### config.mk
export PLATFORM = sky130hd
export DESIGN_NAME = alu8_core
export DESIGN_NICKNAME = d
export VERILOG_FILES = /design/src/rtl/alu8_pkg.sv /design/src/rtl/alu8_addsub.sv /design/src/rtl/alu8_mul.sv /design/src/rtl/alu8_core.sv
export SDC_FILE = /design/constraint.sdc
export NUM_CORES = 1
export LEC_CHECK = 0
export BUFFER_PORTS_ARGS = -buffer_cell sky130_fd_sc_hd__buf_2
export CAP_MARGIN = 20
export CORE_MARGIN = 2
export CORE_UTILIZATION = 60
export CTS_CLUSTER_DIAMETER = 50
export DETAILED_ROUTE_END_ITERATION = 16
export GPL_TIMING_DRIVEN = 0
export PLACE_DENSITY = 0.88
export SYNTH_ARGS = -nofsm -noshare
export SYNTH_HDL_FRONTEND = slang
export SYNTH_SLANG_ARGS = --single-unit
### constraint.sdc
create_clock -name clk -period 9.17 [get_ports clk]
set_input_delay 2.2925 -clock clk [delete_from_list [all_inputs] [get_ports clk]]
set_output_delay 2.2925 -clock clk [all_outputs]
set_load 0.1 [all_outputs]
### src/rtl/alu8_pkg.sv
package alu8_pkg;
    typedef enum logic [2:0] {
        OP_ADD  = 3'd0,
        OP_ADDC = 3'd1,
        OP_SUBB = 3'd2,
        OP_INC  = 3'd3,
        OP_DEC  = 3'd4,
        OP_XCHD = 3'd5,
        OP_MUL  = 3'd6,
        OP_NOP  = 3'd7
    } alu_op_e;

    typedef struct packed {
        logic cy;
        logic ac;
        logic ov;
    } alu_flags_t;
endpackage

### src/rtl/alu8_addsub.sv
module alu8_addsub #(
    parameter int W = 8
) (
    input  logic [W-1:0] a_i,
    input  logic [W-1:0] b_i,
    input  logic         cin_i,
    input  logic         sub_i,
    output logic [W-1:0] sum_o,
    output logic         cout_o,
    output logic         acout_o,
    output logic         ovout_o
);
    localparam int NIB = W / 2;

    logic [W-1:0]   b_eff;
    logic           c_eff;
    logic [W:0]     full;
    logic [NIB:0]   low;

    always_comb begin
        b_eff   = sub_i ? ~b_i : b_i;
        c_eff   = sub_i ? ~cin_i : cin_i;
        full    = {1'b0, a_i} + {1'b0, b_eff} + {{W{1'b0}}, c_eff};
        low     = {1'b0, a_i[NIB-1:0]} + {1'b0, b_eff[NIB-1:0]} + {{NIB{1'b0}}, c_eff};
        sum_o   = full[W-1:0];
        cout_o  = full[W] ^ sub_i;
        acout_o = low[NIB] ^ sub_i;
        ovout_o = (a_i[W-1] == b_eff[W-1]) && (full[W-1] != a_i[W-1]);
    end
endmodule

### src/rtl/alu8_mul.sv
module alu8_mul #(
    parameter int W = 8
) (
    input  logic [W-1:0]   a_i,
    input  logic [W-1:0]   b_i,
    output logic [2*W-1:0] prod_o
);
    localparam int PW = 2 * W;

    logic [PW-1:0] pp [W];

    for (genvar i = 0; i < W; i++) begin : g_pp
        assign pp[i] = b_i[i] ? ({{W{1'b0}}, a_i} << i) : '0;
    end

    always_comb begin
        prod_o = '0;
        for (int k = 0; k < W; k++) begin
            prod_o = prod_o + pp[k];
        end
    end
endmodule

### src/rtl/alu8_core.sv
module alu8_core
    import alu8_pkg::*;
#(
    parameter int W = 8
) (
    input  logic         clk,
    input  logic         rst_n,
    input  logic         en_i,
    input  logic [2:0]   op_i,
    input  logic [W-1:0] acc_i,
    input  logic [W-1:0] opnd_i,
    input  logic         cy_i,
    output logic [W-1:0] res_o,
    output logic [W-1:0] opnd_o,
    output logic [W-1:0] b_o,
    output logic         cy_o,
    output logic         ac_o,
    output logic         ov_o,
    output logic         par_o
);
    localparam int NIB = W / 2;
    localparam int PW  = 2 * W;

    alu_op_e    op;
    alu_flags_t flg_q, flg_d;
    logic [W-1:0] b_q, b_d;

    logic [W-1:0]  as_sum;
    logic          as_cout, as_acout, as_ovout;
    logic          as_sub, as_cin;
    logic [PW-1:0] prod;

    assign op     = alu_op_e'(op_i);
    assign as_sub = (op == OP_SUBB);
    assign as_cin = (op == OP_ADD) ? 1'b0 : cy_i;

    alu8_addsub #(.W(W)) u_addsub (
        .a_i     (acc_i),
        .b_i     (opnd_i),
        .cin_i   (as_cin),
        .sub_i   (as_sub),
        .sum_o   (as_sum),
        .cout_o  (as_cout),
        .acout_o (as_acout),
        .ovout_o (as_ovout)
    );

    alu8_mul #(.W(W)) u_mul (
        .a_i    (acc_i),
        .b_i    (opnd_i),
        .prod_o (prod)
    );

    always_comb begin
        res_o  = acc_i;
        opnd_o = opnd_i;
        flg_d  = flg_q;
        b_d    = b_q;
        unique case (op)
            OP_ADD, OP_ADDC, OP_SUBB: begin
                res_o = as_sum;
                flg_d = '{cy: as_cout, ac: as_acout, ov: as_ovout};
            end
            OP_INC: res_o = opnd_i + 1'b1;
            OP_DEC: res_o = opnd_i - 1'b1;
            OP_XCHD: begin
                res_o  = {acc_i[W-1:NIB], opnd_i[NIB-1:0]};
                opnd_o = {opnd_i[W-1:NIB], acc_i[NIB-1:0]};
            end
            OP_MUL: begin
                res_o    = prod[W-1:0];
                b_d      = prod[PW-1:W];
                flg_d.cy = 1'b0;
                flg_d.ov = |prod[PW-1:W];
            end
            OP_NOP: res_o = acc_i;
        endcase
    end

    always_ff @(posedge clk) begin
        if (!rst_n) begin
            flg_q <= '0;
            b_q   <= '0;
        end else if (en_i) begin
            flg_q <= flg_d;
            b_q   <= b_d;
        end
    end

    assign cy_o  = flg_q.cy;
    assign ac_o  = flg_q.ac;
    assign ov_o  = flg_q.ov;
    assign b_o   = b_q;
    assign par_o = ^acc_i;
endmodule

==> results of run 1 <==
[worst max-delay path by stage]
| stage | end | cells past startpoint | slack (ns) |
|---|---|---|---|
| finish | res_o[7] | 13 | 0.31 |
| global route | res_o[7] | 14 | 0.01 |
| global placement | res_o[7] | 14 | 0.30 |
| floorplan | res_o[4] | 11 | 0.12 |
| detailed placement | res_o[7] | 14 | 0.17 |
| CTS | res_o[7] | 14 | 0.16 |
[Yosys cell counts (4+ instances only)]
master	instances	area, sq um
sky130_fd_sc_hd__nand2b_1	4	25.0
sky130_fd_sc_hd__o21a_1	4	30.0
sky130_fd_sc_hd__fa_1	41	821
sky130_fd_sc_hd__dfxtp_1	11	220
sky130_fd_sc_hd__inv_1	45	169
sky130_fd_sc_hd__xnor2_1	23	201
sky130_fd_sc_hd__nor2b_1	7	43.8
sky130_fd_sc_hd__nor2_1	28	105
sky130_fd_sc_hd__nand2_1	41	154
sky130_fd_sc_hd__nand3_1	6	30.0
sky130_fd_sc_hd__buf_4	4	30.0
sky130_fd_sc_hd__nor3_1	11	55.1
sky130_fd_sc_hd__mux2i_1	13	130
sky130_fd_sc_hd__a21oi_1	18	90.1
sky130_fd_sc_hd__clkbuf_1	23	86.3
sky130_fd_sc_hd__and2_1	37	231
sky130_fd_sc_hd__ha_1	44	551
sky130_fd_sc_hd__o21ai_0	16	80.1
sky130_fd_sc_hd__xor2_1	12	105
[cell families after synthesis]
logic type / after synthesis / synth area share (%)
adders and majority gates: 85 / 37.3
muxes: 16 / 4.46
xor gates and xnor gates: 35 / 8.34
buffers and inverters: 75 / 8.27
and+or+nand+nor: 150 / 20.7
AOI/OAI and AO/OA: 79 / 14.9
DFF: 11 / 5.99
[state kept, by name, indices dropped and copies added, names as in the netlist]
signal,cells
ov_o,1
b_o,8
cy_o,1
ac_o,1
[power by group through the flow]
stage | sequential (uW) | clock, uW | combinational, uW
after floorplan | 81.6 | 0 | 455
after global placement | 54.4 | 0 | 579
after detailed placement | 54.7 | 0 | 597
after CTS | 53.8 | 49.3 | 600
after global routing | 54.2 | 52.0 | 665
final | 53.9 | 49.4 | 602
[metrics by stage]
stage	hold WS, ns	instances	utilization, %	setup slack [ns]	area (sq um)
floorplan	0.964	451	-	0.120	3680
CTS	0.496	576	68.4	0.160	4050
global placement	0.471	572	67.6	0.302	4000
finish	0.492	569	67.9	0.312	4020
detailed placement	0.482	572	67.6	0.165	4000
global route	0.534	569	67.9	0.0144	4020
[area by class of cell]
cell class	instances	area [sq um]
multi-input combinational	365	3160
fill	531	1900
timing repair buffer	46	230
sequential	11	220
inverter	46	173
buffer	22	105
tap	75	93.8
clock buffer	4	45.0
[layer usage]
layer | vias up | track usage (%) | wire [um]
met5 | - | 0 | 0
met4 | 0 | 9.17 | 258
met3 | 31 | 3.37 | 655
met2 | 154 | 50.6 | 4460
met1 | 1658 | 37.5 | 3780
li1 | 1605 | - | -
[critical path, cell delays in order]
cell and delay (ns):
sky130_fd_sc_hd__buf_2 0.13, sky130_fd_sc_hd__clkbuf_1 0.34, sky130_fd_sc_hd__and2_1 0.21, sky130_fd_sc_hd__fa_1 0.44, sky130_fd_sc_hd__fa_1 0.52, sky130_fd_sc_hd__fa_1 0.52, sky130_fd_sc_hd__fa_1 0.49, sky130_fd_sc_hd__ha_1 0.36
sky130_fd_sc_hd__nor2b_1 0.34, sky130_fd_sc_hd__o21ai_0 0.19, sky130_fd_sc_hd__a311oi_1 0.29, sky130_fd_sc_hd__a22oi_2 0.12, sky130_fd_sc_hd__buf_2 0.31
==> impl_metrics.tcl, run 1 <==
set metrics [dict create \
    status "complete, no violations" \
    synth_ff_type "sky130_fd_sc_hd__dfxtp_1" \
    max_slew_margin_pct 53.2 \
    via_per_inst 6.06 \
    postSynth.asyncResetShare_pct 0 \
    setup_repair_after_global_routing_missed_its_margin "false" \
    grt_overflow_total 0 \
    drv_cap 0 \
    crit_path_max_fanout 10 \
    drc 0 \
    layout.cells.most_common_list "46 x sky130_fd_sc_hd__buf_2, 45 x sky130_fd_sc_hd__inv_1, 44 x sky130_fd_sc_hd__ha_1" \
    initial_core_util_pct 62.1 \
    fin_worst_skew_ns 0 \
    total_power_uw 706 \
    die_height_um 82.3 \
    clockPowerShare_pct 7.0 \
    period_minus_slack_ns 8.86 \
    drt-wirelength-per-cell_um 16.1 \
    cts-root-buf "sky130_fd_sc_hd__clkbuf_8" \
    cts_buffer_depth 2 \
    sw_frac_of_total_pct 57.5 \
    max_freq_mhz 113 \
    post_synth_inst_count 451 \
    critPathArrivalTime_ns 6.57 \
    placement.io_buffers 46 \
    dieWidth_um 82.3 \
    cts_tree "built" \
    clock_latency_reported_for_the_late_side_of_the_worst_skew_pair_ns 0.24 \
    numCtsBuffers 3 \
    syn-cell-area_sq_um 3670 \
    category_of_the_critical_setup_timing_path "in -> out" \
    grt_pass1_wl_mm 15.4 \
    total_switching_power_uw 406 \
    max_slew.worst_pin.slew_ns 0.700 \
    synthesis.yosys.warnings 0 \
    place.detailed.hpwl_mm 7.43 \
    ys_types 60 \
    antenna_found_initial 0 \
    post-route-period-util_pct 96.6 \
    placement_rows 28 \
    vdd_drop_max_mv 0.188 \
    finalNetCount 603 \
    dieArea_sq_um 6770 \
    regToRegSetupSlack_ns 7.45 \
    detail_route.iter0.violations 227 \
    r2r_cells 6 \
    crit_required_ns 6.88 \
    setup.worst_path.start_class "input port" \
    drt_pass1_iterations 5 \
    number_of_hold_violations_in_the_final_report 0 \
    clk_pin_slew_ns 0.05 \
    setup_total_negative_slack_ns 0 \
    synth_edf_count 0 \
    grt_max_degree 11 \
    drive_above_1_share_pct 13.4 \
    syn_to_final_growth_pct 9.47 \
    min-delay-path-class "reg -> reg" \
    cts_sinks 11 \
    cts_max_level 1 \
    n_antenna_cell 0 \
    wirelength_mm 9.16 \
    worst_r2r_endpoint "ov_o" \
    ant_nets 0 \
    layout_commonest_cell "sky130_fd_sc_hd__buf_2" \
    share_seq_of_total_power_pct 7.6 \
    p_leak_uw 0.00202 \
    total_routing_usage_reported_by_global_routing_pct 29.1 \
    first_global_vias 3380 \
    cts_setup_buffers 0 \
    hold_path_startpoint "ac_o" \
    comb_power_share_pct 85.4 \
    synth_seq_cells 11 \
    cts_resized 0 \
    synth.net_count 559 \
    post_cts_hold_buffer_count 0 \
    coreArea_sq_um 5920 \
    power_per_cell_area_nw_per_um2 175 \
    top_level_ports 51 \
    hold-path-cell-count 2 \
    synth.avg_cell_area_sq_um 8.15 \
    finalSetupViolations 0 \
    global_placer_s_final_weighted_congestion 0.919 \
    slew_viol_final 0 \
    via_count 3448 \
    worst_hold_path.endpoint "ac_o" \
    intPower_uw 300 \
    ys_seq_area_share_pct 5.99 \
    regToRegStartpoint "ov_o" \
    worstSetupEndpointType "output pin" \
    critical_path_source "acc_i[2]" \
]
Note: power is estimated with default switching activity, not from simulation.
==> run 2: changes to the inputs <==
--- a/config.mk
+++ b/config.mk
@@ -7,6 +7,7 @@
 export LEC_CHECK = 0
 export BUFFER_PORTS_ARGS = -buffer_cell sky130_fd_sc_hd__buf_2
 export CAP_MARGIN = 20
+export CORE_ASPECT_RATIO = 1.1
 export CORE_MARGIN = 2
 export CORE_UTILIZATION = 60
 export CTS_CLUSTER_DIAMETER = 50
@@ -16,3 +17,4 @@
 export SYNTH_ARGS = -nofsm -noshare
 export SYNTH_HDL_FRONTEND = slang
 export SYNTH_SLANG_ARGS = --single-unit
+export TNS_END_PERCENT = 30
==> impl_metrics.tcl, run 2 (synthesis results as in run 1) <==
set metrics [dict create \
    global_routing_usage_on_met2_pct 50.4 \
    clock_latency_reported_for_the_late_side_of_the_worst_skew_pair_ns 0.23 \
    setup_repair_after_global_routing_missed_its_margin "false" \
    largest_register_ffs 8 \
    drt-wirelength-per-cell_um 16.3 \
    status "complete, no violations" \
    drt_pass1_iterations 5 \
    cts_sinks 11 \
    numCtsBuffers 3 \
    met1_usage_pct 38.6 \
    total_power_uw 707 \
    critPathArrivalTime_ns 6.72 \
    period_minus_slack_ns 9.02 \
    wirelength_mm 9.43 \
    top_level_ports 51 \
    category_of_the_critical_setup_timing_path "in -> out" \
    layout.cells.most_common_list "46 x sky130_fd_sc_hd__buf_2, 45 x sky130_fd_sc_hd__inv_1, 44 x sky130_fd_sc_hd__ha_1" \
    vdd_drop_max_mv 0.237 \
    cts-root-buf "sky130_fd_sc_hd__clkbuf_8" \
    power_per_cell_area_nw_per_um2 174 \
    fin_worst_skew_ns 0 \
    cp_cell_sequence "buf_2, clkbuf_1, and2_1, fa_1, fa_1, fa_1, ha_1, ha_1, inv_1, fa_1, nor2b_1, o21ai_0, a311oi_1, a22oi_2, buf_2" \
    placement.io_buffers 46 \
    slew_viol_final 0 \
    drive_above_1_share_pct 13.2 \
    via_per_inst 5.97 \
    final_design_area_no_fill_sq_um 4050 \
    place.detailed.hpwl_mm 7.52 \
    cts_max_level 1 \
    post_cts_hold_buffer_count 0 \
    clk_pin_slew_ns 0.05 \
    grt_pass1_wl_mm 15.8 \
    crit_path_max_fanout 9 \
    postPlaceCellArea_sq_um 4010 \
    antenna_found_initial 0 \
    cts_buffer_depth 2 \
    finalNetCount 610 \
    max_slew_margin_pct 51.2 \
    crit_required_ns 6.88 \
    coreArea_sq_um 5840 \
    first_global_vias 3410 \
    grt.met3_usage_pct 3.05 \
    cpLargestDelayFamily "adder cells" \
    ant_nets 0 \
    die_height_um 86.1 \
    grt_overflow_total 0 \
    crit_path_max_incr_delay_ns 0.52 \
    hold_path_startpoint "b_o[0]" \
    placement_rows 29 \
    critical-path-slowest-cell "sky130_fd_sc_hd__fa_1" \
    finalSetupViolations 0 \
    via_count 3453 \
    cp_num_buf_inv 4 \
    regToRegStartpoint "ov_o" \
    number_of_hold_violations_in_the_final_report 0 \
    n_antenna_cell 0 \
    dieWidth_um 78.6 \
    layout_commonest_cell "sky130_fd_sc_hd__buf_2" \
    max_freq_mhz 111 \
    drv_cap 0 \
    grt_max_degree 11 \
    cts_tree "built" \
    crit_path_frequent_cell "sky130_fd_sc_hd__fa_1" \
    initial_core_util_pct 62.9 \
    post-route-period-util_pct 98.3 \
    min-delay-path-class "reg -> reg" \
    total_routing_usage_reported_by_global_routing_pct 29.3 \
    setup.worst_path.start_class "input port" \
    dieArea_sq_um 6770 \
    worstSetupEndpointType "output pin" \
    detail_route.iter0.violations 285 \
    syn_to_final_growth_pct 10.2 \
    globalRoute.busiestLayer "met2" \
    max_slew.worst_pin.slew_ns 0.729 \
    global_placer_s_final_weighted_congestion 0.958 \
    drc 0 \
    p_leak_uw 0.00203 \
    setup_total_negative_slack_ns 0 \
    critical_path_source "opnd_i[4]" \
    cts_setup_buffers 0 \
    cts_resized 0 \
]
-- run 2: cell types whose count changed in the layout (fill, tap and decap cells not counted) --
| cell | change |
|---|---|
| sky130_fd_sc_hd__clkbuf_1 | +7 |
-- run 2: cell type report --
class	count	area [sq um]
multi-input cells	365	3160
fillers	474	1790
repair buffers	46	230
flip-flops and latches	11	220
inverters	46	173
plain buffers	29	131
well taps	77	96.3
clock buffers	4	45.0
-- run 2: stage by stage --
| step | hold slack [ns] | cells | setup slack, ns | util, % |
|---|---|---|---|---|
| global placement | 0.479 | 574 | 0.282 | 68.6 |
| finish | 0.508 | 578 | 0.154 | 69.4 |
| global route | 0.529 | 578 | 0.0263 | 69.4 |
| CTS | 0.504 | 578 | 0.221 | 69.4 |
| floorplan | 0.964 | 451 | 0.120 | - |
| detailed placement | 0.484 | 574 | 0.229 | 68.6 |
-- run 2: power by group --
group / leakage [uW] / switching [uW] / total, uW / internal [uW]
logic: 0.00192 / 387 / 605 / 218
registers: 0.0000891 / 2.23 / 54.0 / 51.8
clock network: 0.0000228 / 17.5 / 48.0 / 30.5
total: 0.00203 / 407 / 707 / 300
-- run 2: worst register-to-register path, cell delays in order, from the launching register on --
cell and delay [ns]:
sky130_fd_sc_hd__dfxtp_1 0.32, sky130_fd_sc_hd__nand2_1 0.12, sky130_fd_sc_hd__nor2_1 0.05, sky130_fd_sc_hd__nor3_1 0.19, sky130_fd_sc_hd__o211ai_1 0.16, sky130_fd_sc_hd__or4_1 0.42, sky130_fd_sc_hd__o31a_1 0.29
-- run 2: per-layer routing --
layer  up-vias  share of wire (%)
li1       1626                  -
met1      1642                 42
met2       154                 48
met3        31                7.3
met4         0                2.9
met5         -                  0
-- run 2: final timing paths --
path	to	cells after the start	slack, ns
worst max register to register	ov_o	6	7.50
worst max-delay path	res_o[7]	15	0.15
worst min-delay path	b_o[0]	2	0.51
worst min register to register	b_o[0]	2	0.51
